[config.mk]
export PLATFORM = sky130hd
export DESIGN_NAME = ser_tx_dbuf
export DESIGN_NICKNAME = d
export VERILOG_FILES = /design/src/rtl/ser_tx_pkg.sv /design/src/rtl/tx_hold_reg.sv /design/src/rtl/tx_req_latch.sv /design/src/rtl/tx_frame_shifter.sv /design/src/rtl/ser_tx_dbuf.sv
export SDC_FILE = /design/constraint.sdc
export NUM_CORES = 1
export LEC_CHECK = 0
export BUFFER_PORTS_ARGS = -buffer_cell sky130_fd_sc_hd__buf_2
export CAP_MARGIN = 0
export CELL_PAD_IN_SITES_DETAIL_PLACEMENT = 1
export CELL_PAD_IN_SITES_GLOBAL_PLACEMENT = 2
export CORE_ASPECT_RATIO = 1.4
export CORE_UTILIZATION = 32
export CTS_CLUSTER_SIZE = 28
export DETAILED_ROUTE_END_ITERATION = 6
export PLACE_DENSITY = 0.87
export SYNTH_ARGS = -nofsm -noshare
export SYNTH_HDL_FRONTEND = slang
export SYNTH_SLANG_ARGS = --single-unit
[constraint.sdc]
create_clock -name clk -period 2.5 [get_ports clk]
set_clock_uncertainty 0.1 [all_clocks]
set_input_delay 0.125 -clock clk [delete_from_list [all_inputs] [get_ports clk]]
set_output_delay 0.125 -clock clk [all_outputs]
set_load 0.02 [all_outputs]
[src/rtl/ser_tx_pkg.sv]
package ser_tx_pkg;

    localparam int DATA_MAX  = 9;
    localparam int FRAME_MAX = 1 + DATA_MAX + 1 + 2;
    localparam int LEN_W     = $clog2(FRAME_MAX + 1);
    localparam int NUM_REQ   = 2;   // index 0: break, index 1: idle

    typedef logic [FRAME_MAX-1:0] frame_t;
    typedef logic [LEN_W-1:0]     flen_t;

    typedef struct packed {
        logic nine;
        logic par_en;
        logic par_odd;
        logic two_stop;
    } tx_cfg_t;

    typedef enum logic [1:0] {
        SRC_NONE,
        SRC_BREAK,
        SRC_IDLE,
        SRC_DATA
    } tx_src_e;

    // Number of bit times in one character under a given configuration.
    function automatic flen_t frame_len(tx_cfg_t c);
        int n;
        n = 1 + (c.nine ? 9 : 8) + (c.par_en ? 1 : 0) + (c.two_stop ? 2 : 1);
        return flen_t'(n);
    endfunction

    // Parity bit: even mode yields the XOR of the data bits, odd mode its inverse.
    function automatic logic parity_bit(logic [DATA_MAX-1:0] d, tx_cfg_t c);
        logic acc;
        acc = c.par_odd;
        for (int i = 0; i < DATA_MAX; i++) begin
            if (i < 8 || c.nine) acc = acc ^ d[i];
        end
        return acc;
    endfunction

    // Frame image, bit 0 goes out first. Unused upper positions are stop ones.
    function automatic frame_t build_frame(logic [DATA_MAX-1:0] d, tx_cfg_t c);
        frame_t f;
        int     ppos;
        f    = '1;
        f[0] = 1'b0;
        for (int i = 0; i < 8; i++) f[1 + i] = d[i];
        if (c.nine) f[9] = d[8];
        ppos = c.nine ? 10 : 9;
        if (c.par_en) f[ppos] = parity_bit(d, c);
        return f;
    endfunction

endpackage

[src/rtl/tx_hold_reg.sv]
module tx_hold_reg #(
    parameter int DW = 9
) (
    input  logic          clk,
    input  logic          rst,
    input  logic          wr_en,
    input  logic [DW-1:0] wr_data,
    input  logic          take,
    output logic          full,
    output logic [DW-1:0] data
);
    // A write wins over a take at the same edge: the newer word stays held.
    always_ff @(posedge clk) begin
        if (rst) begin
            full <= 1'b0;
            data <= '0;
        end else if (wr_en) begin
            full <= 1'b1;
            data <= wr_data;
        end else if (take) begin
            full <= 1'b0;
        end
    end
endmodule

[src/rtl/tx_req_latch.sv]
module tx_req_latch (
    input  logic clk,
    input  logic rst,
    input  logic req,
    input  logic take,
    output logic pend
);
    always_ff @(posedge clk) begin
        if (rst)       pend <= 1'b0;
        else if (req)  pend <= 1'b1;
        else if (take) pend <= 1'b0;
    end
endmodule

[src/rtl/tx_frame_shifter.sv]
module tx_frame_shifter #(
    parameter int FW = 13,
    parameter int LW = 4
) (
    input  logic          clk,
    input  logic          rst,
    input  logic          bit_tick,
    input  logic          avail,
    input  logic [FW-1:0] load_frame,
    input  logic [LW-1:0] load_len,
    output logic          line,
    output logic          busy,
    output logic          take
);
    logic [FW-1:0] sh;
    logic [LW-1:0] left;
    logic          last;

    assign last = (left == LW'(1));
    // A load happens on a tick when idle, or on the tick that ends the last bit.
    assign take = bit_tick & avail & (~busy | last);
    assign line = busy ? sh[0] : 1'b1;

    always_ff @(posedge clk) begin
        if (rst) begin
            busy <= 1'b0;
            sh   <= '1;
            left <= '0;
        end else if (bit_tick) begin
            if (take) begin
                busy <= 1'b1;
                sh   <= load_frame;
                left <= load_len;
            end else if (busy) begin
                if (last) busy <= 1'b0;
                left <= left - LW'(1);
                sh   <= {1'b1, sh[FW-1:1]};
            end
        end
    end
endmodule

[src/rtl/ser_tx_dbuf.sv]
module ser_tx_dbuf
    import ser_tx_pkg::*;
(
    input  logic       clk,
    input  logic       rst,
    input  logic       bit_tick,
    input  logic       wr_en,
    input  logic [8:0] wr_data,
    input  logic       cfg_nine,
    input  logic       cfg_par_en,
    input  logic       cfg_par_odd,
    input  logic       cfg_two_stop,
    input  logic       brk_req,
    input  logic       idle_req,
    input  logic       ie_dre,
    input  logic       ie_tc,
    output logic       tx_line,
    output logic       dre,
    output logic       tc,
    output logic       irq
);
    tx_cfg_t              cfg;
    logic                 hold_full;
    logic [DATA_MAX-1:0]  hold_data;
    logic [NUM_REQ-1:0]   req_vec, pend_vec, take_vec;
    logic                 avail, take, busy, take_data;
    tx_src_e              src;
    frame_t               next_frame;
    flen_t                next_len;

    assign cfg = '{nine: cfg_nine, par_en: cfg_par_en, par_odd: cfg_par_odd, two_stop: cfg_two_stop};

    tx_hold_reg #(.DW(DATA_MAX)) u_hold (
        .clk     (clk),
        .rst     (rst),
        .wr_en   (wr_en),
        .wr_data (wr_data),
        .take    (take_data),
        .full    (hold_full),
        .data    (hold_data)
    );

    assign req_vec = {idle_req, brk_req};

    for (genvar g = 0; g < NUM_REQ; g++) begin : g_req
        tx_req_latch u_req (
            .clk  (clk),
            .rst  (rst),
            .req  (req_vec[g]),
            .take (take_vec[g]),
            .pend (pend_vec[g])
        );
    end

    // Fixed priority: break, then idle character, then data word.
    always_comb begin
        if (pend_vec[0])      src = SRC_BREAK;
        else if (pend_vec[1]) src = SRC_IDLE;
        else if (hold_full)   src = SRC_DATA;
        else                  src = SRC_NONE;
    end

    always_comb begin
        unique case (src)
            SRC_BREAK: next_frame = '0;
            SRC_DATA:  next_frame = build_frame(hold_data, cfg);
            default:   next_frame = '1;
        endcase
    end

    assign next_len    = frame_len(cfg);
    assign avail       = (src != SRC_NONE);
    assign take_vec[0] = take & (src == SRC_BREAK);
    assign take_vec[1] = take & (src == SRC_IDLE);
    assign take_data   = take & (src == SRC_DATA);

    tx_frame_shifter #(.FW(FRAME_MAX), .LW(LEN_W)) u_shift (
        .clk        (clk),
        .rst        (rst),
        .bit_tick   (bit_tick),
        .avail      (avail),
        .load_frame (next_frame),
        .load_len   (next_len),
        .line       (tx_line),
        .busy       (busy),
        .take       (take)
    );

    assign dre = ~hold_full;
    assign tc  = ~busy & ~avail;
    assign irq = (dre & ie_dre) | (tc & ie_tc);
endmodule

Word-level counts from Yosys, hierarchy flattened
Cells that the tools add are included.
Storage, ports and cells
  input bits: 21
  output and inout port bits: 4
  word-level logic and storage cells: 93
  latch bits: 0
  memory bits (read-only): 0
  flip-flop bits (word level): 30
  memory bits (writable): 0
  memories kept: 0
Cells by class
  shifts and indexed selects: 0
  reductions and logical operators: 7
  multiplexer cells: 47
  magnitude comparators: 2
  div/mod/pow operators: 0
  $add $sub $neg: 4
  equality and inequality tests: 4
  $mul: 0
  bitwise operators: 22
Operators with widths (number)
  13-bit two-way mux: 3
  1-bit two-way mux: 34
  13-bit case mux with 2 select lines: 1
  13-bit bitwise mux: 1
  2-bit two-way mux: 5
  2-bit nonzero test: 5
  1-bit bitwise XOR: 9
  1-bit bitwise AND: 8
  4-bit two-way mux: 2
  4-bit by 5-bit < comparator with 1-bit output (second input constant): 1
  1-bit by 4-bit adder with 4-bit output (first input constant): 1
  4-bit by 1-bit adder with 4-bit output: 1
  4-bit by 2-bit adder with 4-bit output: 1
  1-bit demux with 4-bit select: 1
  2-bit == test (second input constant): 2
  4-bit by 1-bit == test with 1-bit output (second input constant): 1
  4-bit by 1-bit greater-or-equal comparator with 1-bit output (second input constant): 1
  4-bit by 1-bit subtractor with 4-bit output (second input constant): 1
  1-bit NOT: 3
  2-bit by 1-bit == test with 1-bit output (second input constant): 1
  1-bit bitwise OR: 2
  2-bit AND reduction: 1
  1-bit logical AND: 1

Longest topological paths before layout
  word-level depth: 34
  gate-level depth with buffers: 8
  mapped depth without buffers: 7

Cells and area by module
A second synthesis with hierarchy kept.
Second synthesis, totals
  cells, all modules: 179
  area, all modules: 1656.6 µm²
Modules (own cells, without submodules)
  tx_frame_shifter: cells each 91, seq. area each 360.3 µm², instances 1, area an instance 923.4 µm²
  tx_hold_reg: cells each 33, seq. area each 200.2 µm², instances 1, area an instance 355.3 µm²
  ser_tx_dbuf: cells each 47, seq. area each 0.0 µm², instances 1, area an instance 300.3 µm²
  tx_req_latch: cells each 4, seq. area each 20.0 µm², instances 2, area an instance 38.8 µm²

Worst setup path before layout
Ideal clock, no wire load.
  kind: flip-flop to flip-flop
  from: reg u_shift.left[1]
  to: reg u_shift.sh[9]
  buffers on the path: 1
  cell stages (with the launch flop): 9
  path slack: 0.670 ns
  setup time: 0.125 ns
  clock period less this slack: 1.830 ns
  arrival time: 1.605 ns
  data required time: 2.275 ns
  path through: dfxtp_1 inv_1 ha_1 or3b_1 a21boi_1 clkbuf_2 nand2_2 a211oi_1 a21oi_1
On the way
  word-level cells in the longest chain between the ends: 5
  elaborated cells between the ends (all ways): 6
  classes of those cells: 1 x eq/ne; 1 x mux; 2 x bitwise; 2 x reduce/logical
RTL lines
  start: declaration: line tx_frame_shifter.sv:16  | logic [LW-1:0] left;
  start signal: assignment: line tx_frame_shifter.sv:33  | left <= load_len;
  start signal: assignment: line tx_frame_shifter.sv:36  | left <= left - LW'(1);
  4-bit by 1-bit == test with 1-bit output *: line tx_frame_shifter.sv:19  | assign last = (left == LW'(1));
  1-bit bitwise OR *: line tx_frame_shifter.sv:21  | assign take = bit_tick & avail & (~busy | last);
  1-bit bitwise AND *: line tx_frame_shifter.sv:21
  2-bit nonzero test (no source line)
  2-bit AND reduction (no source line)
  end signal: assignment: line tx_frame_shifter.sv:32  | sh <= load_frame;
  end signal: assignment: line tx_frame_shifter.sv:37  | sh <= {1'b1, sh[FW-1:1]};
  end: declaration: line tx_frame_shifter.sv:15  | logic [FW-1:0] sh;
Every way passes the cells marked *; elsewhere a longest branch is shown, timed or not.
A chain may end at the register's enable or synchronous reset.

Worst setup path after layout
Same ends and word-level chain as after synthesis.

==> reports/qor.csv <==
metric;value;unit
status;finished with violations;
failing checks;hold timing;
# diodes;0;
Synth cell types;38;
Crit path arrival time;2030;ps
fin nets;233;
Net Count, Synth;203;
Tightest Hold Check Type;in2reg;
die height;83.3;µm
RePlAce Congestion;0.771;
max incr delay on CP;360;ps
row count;29;
Overflow after GRT;0;
post-route minimum period;1970;ps
I/O Buffers;24;
cell area after layout;1830;µm²
1st-pass router iterations;4;
DRT antenna net count;0;
vias in the first global route;1395;
GRT met1 Usage;18.3;%
actual slew at the worst max-slew pin;566;ps
sequential fraction of the synthesis area;39.7;%
initial antenna violation count;0;
filler instances;560;
synthesized area;1510;µm²
WP data required;2560;ps
max-cap viol count;0;
Syn Inst Count;179;
Fmax;509;MHz
Post-DP Area;1690;µm²
RSZ-0062 raised after global routing;false;
GRT Util Overall;17.3;%
Final period util;78.6;%
Clock transition at path regs;60;ps
Avg WL per Cell;14.1;µm
asr flop ratio synth;0;%
FF/Latch Area;601;µm²
CTS tree;built;
Max VDD drop;225;µV
largest net degree at the start of global routing;32;
H-tree levels;2;
area of the multi-input gates;838;µm²
top_reg_cell synth;dfxtp_1;
M3 GR Usage;4.21;%
Ys Warns;0;
HPWL after DPL;2760;µm
final slew viol count;0;
TritonCTS buffer count;5;
pwr/cell area;657;nW/µm²
root cell of the clock tree;clkbuf_8;
GR peak layer;met2;
synthesis-to-finish area growth;21.2;%
Hold Violations, Final;1;
Leak Pwr;0.769;nW
top cell family by delay on the critical path;compound AO/OA/AOI/OAI gates;
Hold Slack;-0.843;ps
post-synthesis area per instance;8.44;µm²
number of synthesized register bits;30;
TNS Setup;0;ps
Critical Path Fanout Max;10;
worst-path cell chain;inv_1 -> ha_1 -> or3b_1 -> a21boi_1 -> buf_4 -> nand2_2 -> a211oi_1 -> a21oi_1;
CTS Buffer Depth;2;
# setup viols final;0;
vias post-DR;1326;
vias per inst;4.91;
Setup crit end kind;flop;
Initial Utilization;33.3;%
fin util;40.4;%
Clk Latency, worst-skew pair;280;ps
CTS Sinks;30;
met2 GRT Util;30.2;%
drt drc;0;
die width;60.1;µm
proportion of layout cells with a drive suffix above 1;17.3;%
Post-synth EDFFs;0;
worst path bufs/invs;2;
core area;4540;µm²
# IOs;25;
crit path kind;reg2reg;
global-route wire length before repair;6310;µm
Post-Route WL;3800;µm
crit start category;flop;
slew margin rel.;62.2;%
CP max stage cell;or3b_1;
drt initial violations;55;
setup repair bufs after CTS;0;
die footprint;5010;µm²
==> flip-flops by register name, indices dropped and copies added (netlist names) <==
register          flops
u_shift.left          4
u_shift.busy          1
g_req.u_req.pend      2
u_hold.full           1
u_shift.sh           13
u_hold.data           9
==> area by class of cell <==
cell class,instances,share of cell area [%]
Clock buffer,6,4.51
Inverter,8,1.64
Multi-Input combinational cell,131,45.8
Sequential cell,30,32.8
Tap cell,62,4.23
Timing Repair Buffer,33,11.1
==> worst min-delay path, cell delays in order <==
cell and delay, ps:
buf_2 80, a21oi_1 40, nor2_1 90
==> worst paths after layout <==
path,depth (start not counted),end,startpoint,slack [ps]
hold reg to reg,2,u_shift.sh[4],u_shift.sh[4],360
setup / recovery,8,u_shift.sh[9],u_shift.left[1],530
setup reg to reg,8,u_shift.sh[9],u_shift.left[1],530
hold / removal,3,g_req[0].u_req.pend,brk_req,-0.8
==> placed cells by master (no fill, tap or decap), drive strengths merged, types with 5 or more instances in the layout <==
cell type and n:
nor2 27, clkbuf 6, o21ai 32, a21oi 18, nand2b 6, inv 8
mux2i 10, dlygate4sd3 6, xnor2 5, dfxtp 30, buf 27
==> kinds of logic after synthesis <==
family,share of synthesized area (%)
AO/OA/AOI/OAI,23.6
XOR/XNOR,7.12
adder cells (fa/ha/maj),2.98
buffers and inverters,4.80
flip-flops,39.7
multiplexers,6.62
AND/OR/NAND/NOR,15.1
==> metal layers <==
layer | part of all wire [%] | up-vias
met5 | 0 | -
met4 | 3.0 | 0
met3 | 2.4 | 6
met2 | 53 | 19
met1 | 42 | 622
li1 | - | 679
==> through the flow <==
step / worst slack [ps] / instances / total power, W
floorplan: 670 / 179 / 0.000752
global placement: 567 / 258 / 0.000820
detailed placement: 554 / 258 / 0.000825
CTS: 530 / 270 / 0.00122
global route: 369 / 270 / 0.00128
finish: 534 / 270 / 0.00120
==> where the power goes <==
group | total (W) | switching, W | internal, W
registers | 0.000561 | 0.0000404 | 0.000521
clock network | 0.000380 | 0.000169 | 0.000212
logic | 0.000261 | 0.000135 | 0.000126
total | 0.00120 | 0.000344 | 0.000859
==> synth_stat cells, types with 3 or more instances <==
cell type	count	area, µm²
a211oi_1	3	22.5
a21oi_1	18	90.1
clkbuf_1	6	22.5
dfxtp_1	30	601
inv_1	8	30.0
mux2i_1	10	100
nand2_1	3	11.3
nand2b_1	6	37.5
nor2_1	27	101
o21ai_0	29	145
o21ai_1	3	15.0
xnor2_1	5	43.8
==> what timing repair did <==
action | 4_1_cts | 5_1_grt
setup endpoints to repair | 0 | 0
gates resized for setup | 0 | 0
hold endpoints to repair | 6 | 0
hold buffers | 6 | 0
No activity file was read; power rests on OpenSTA's default activity.
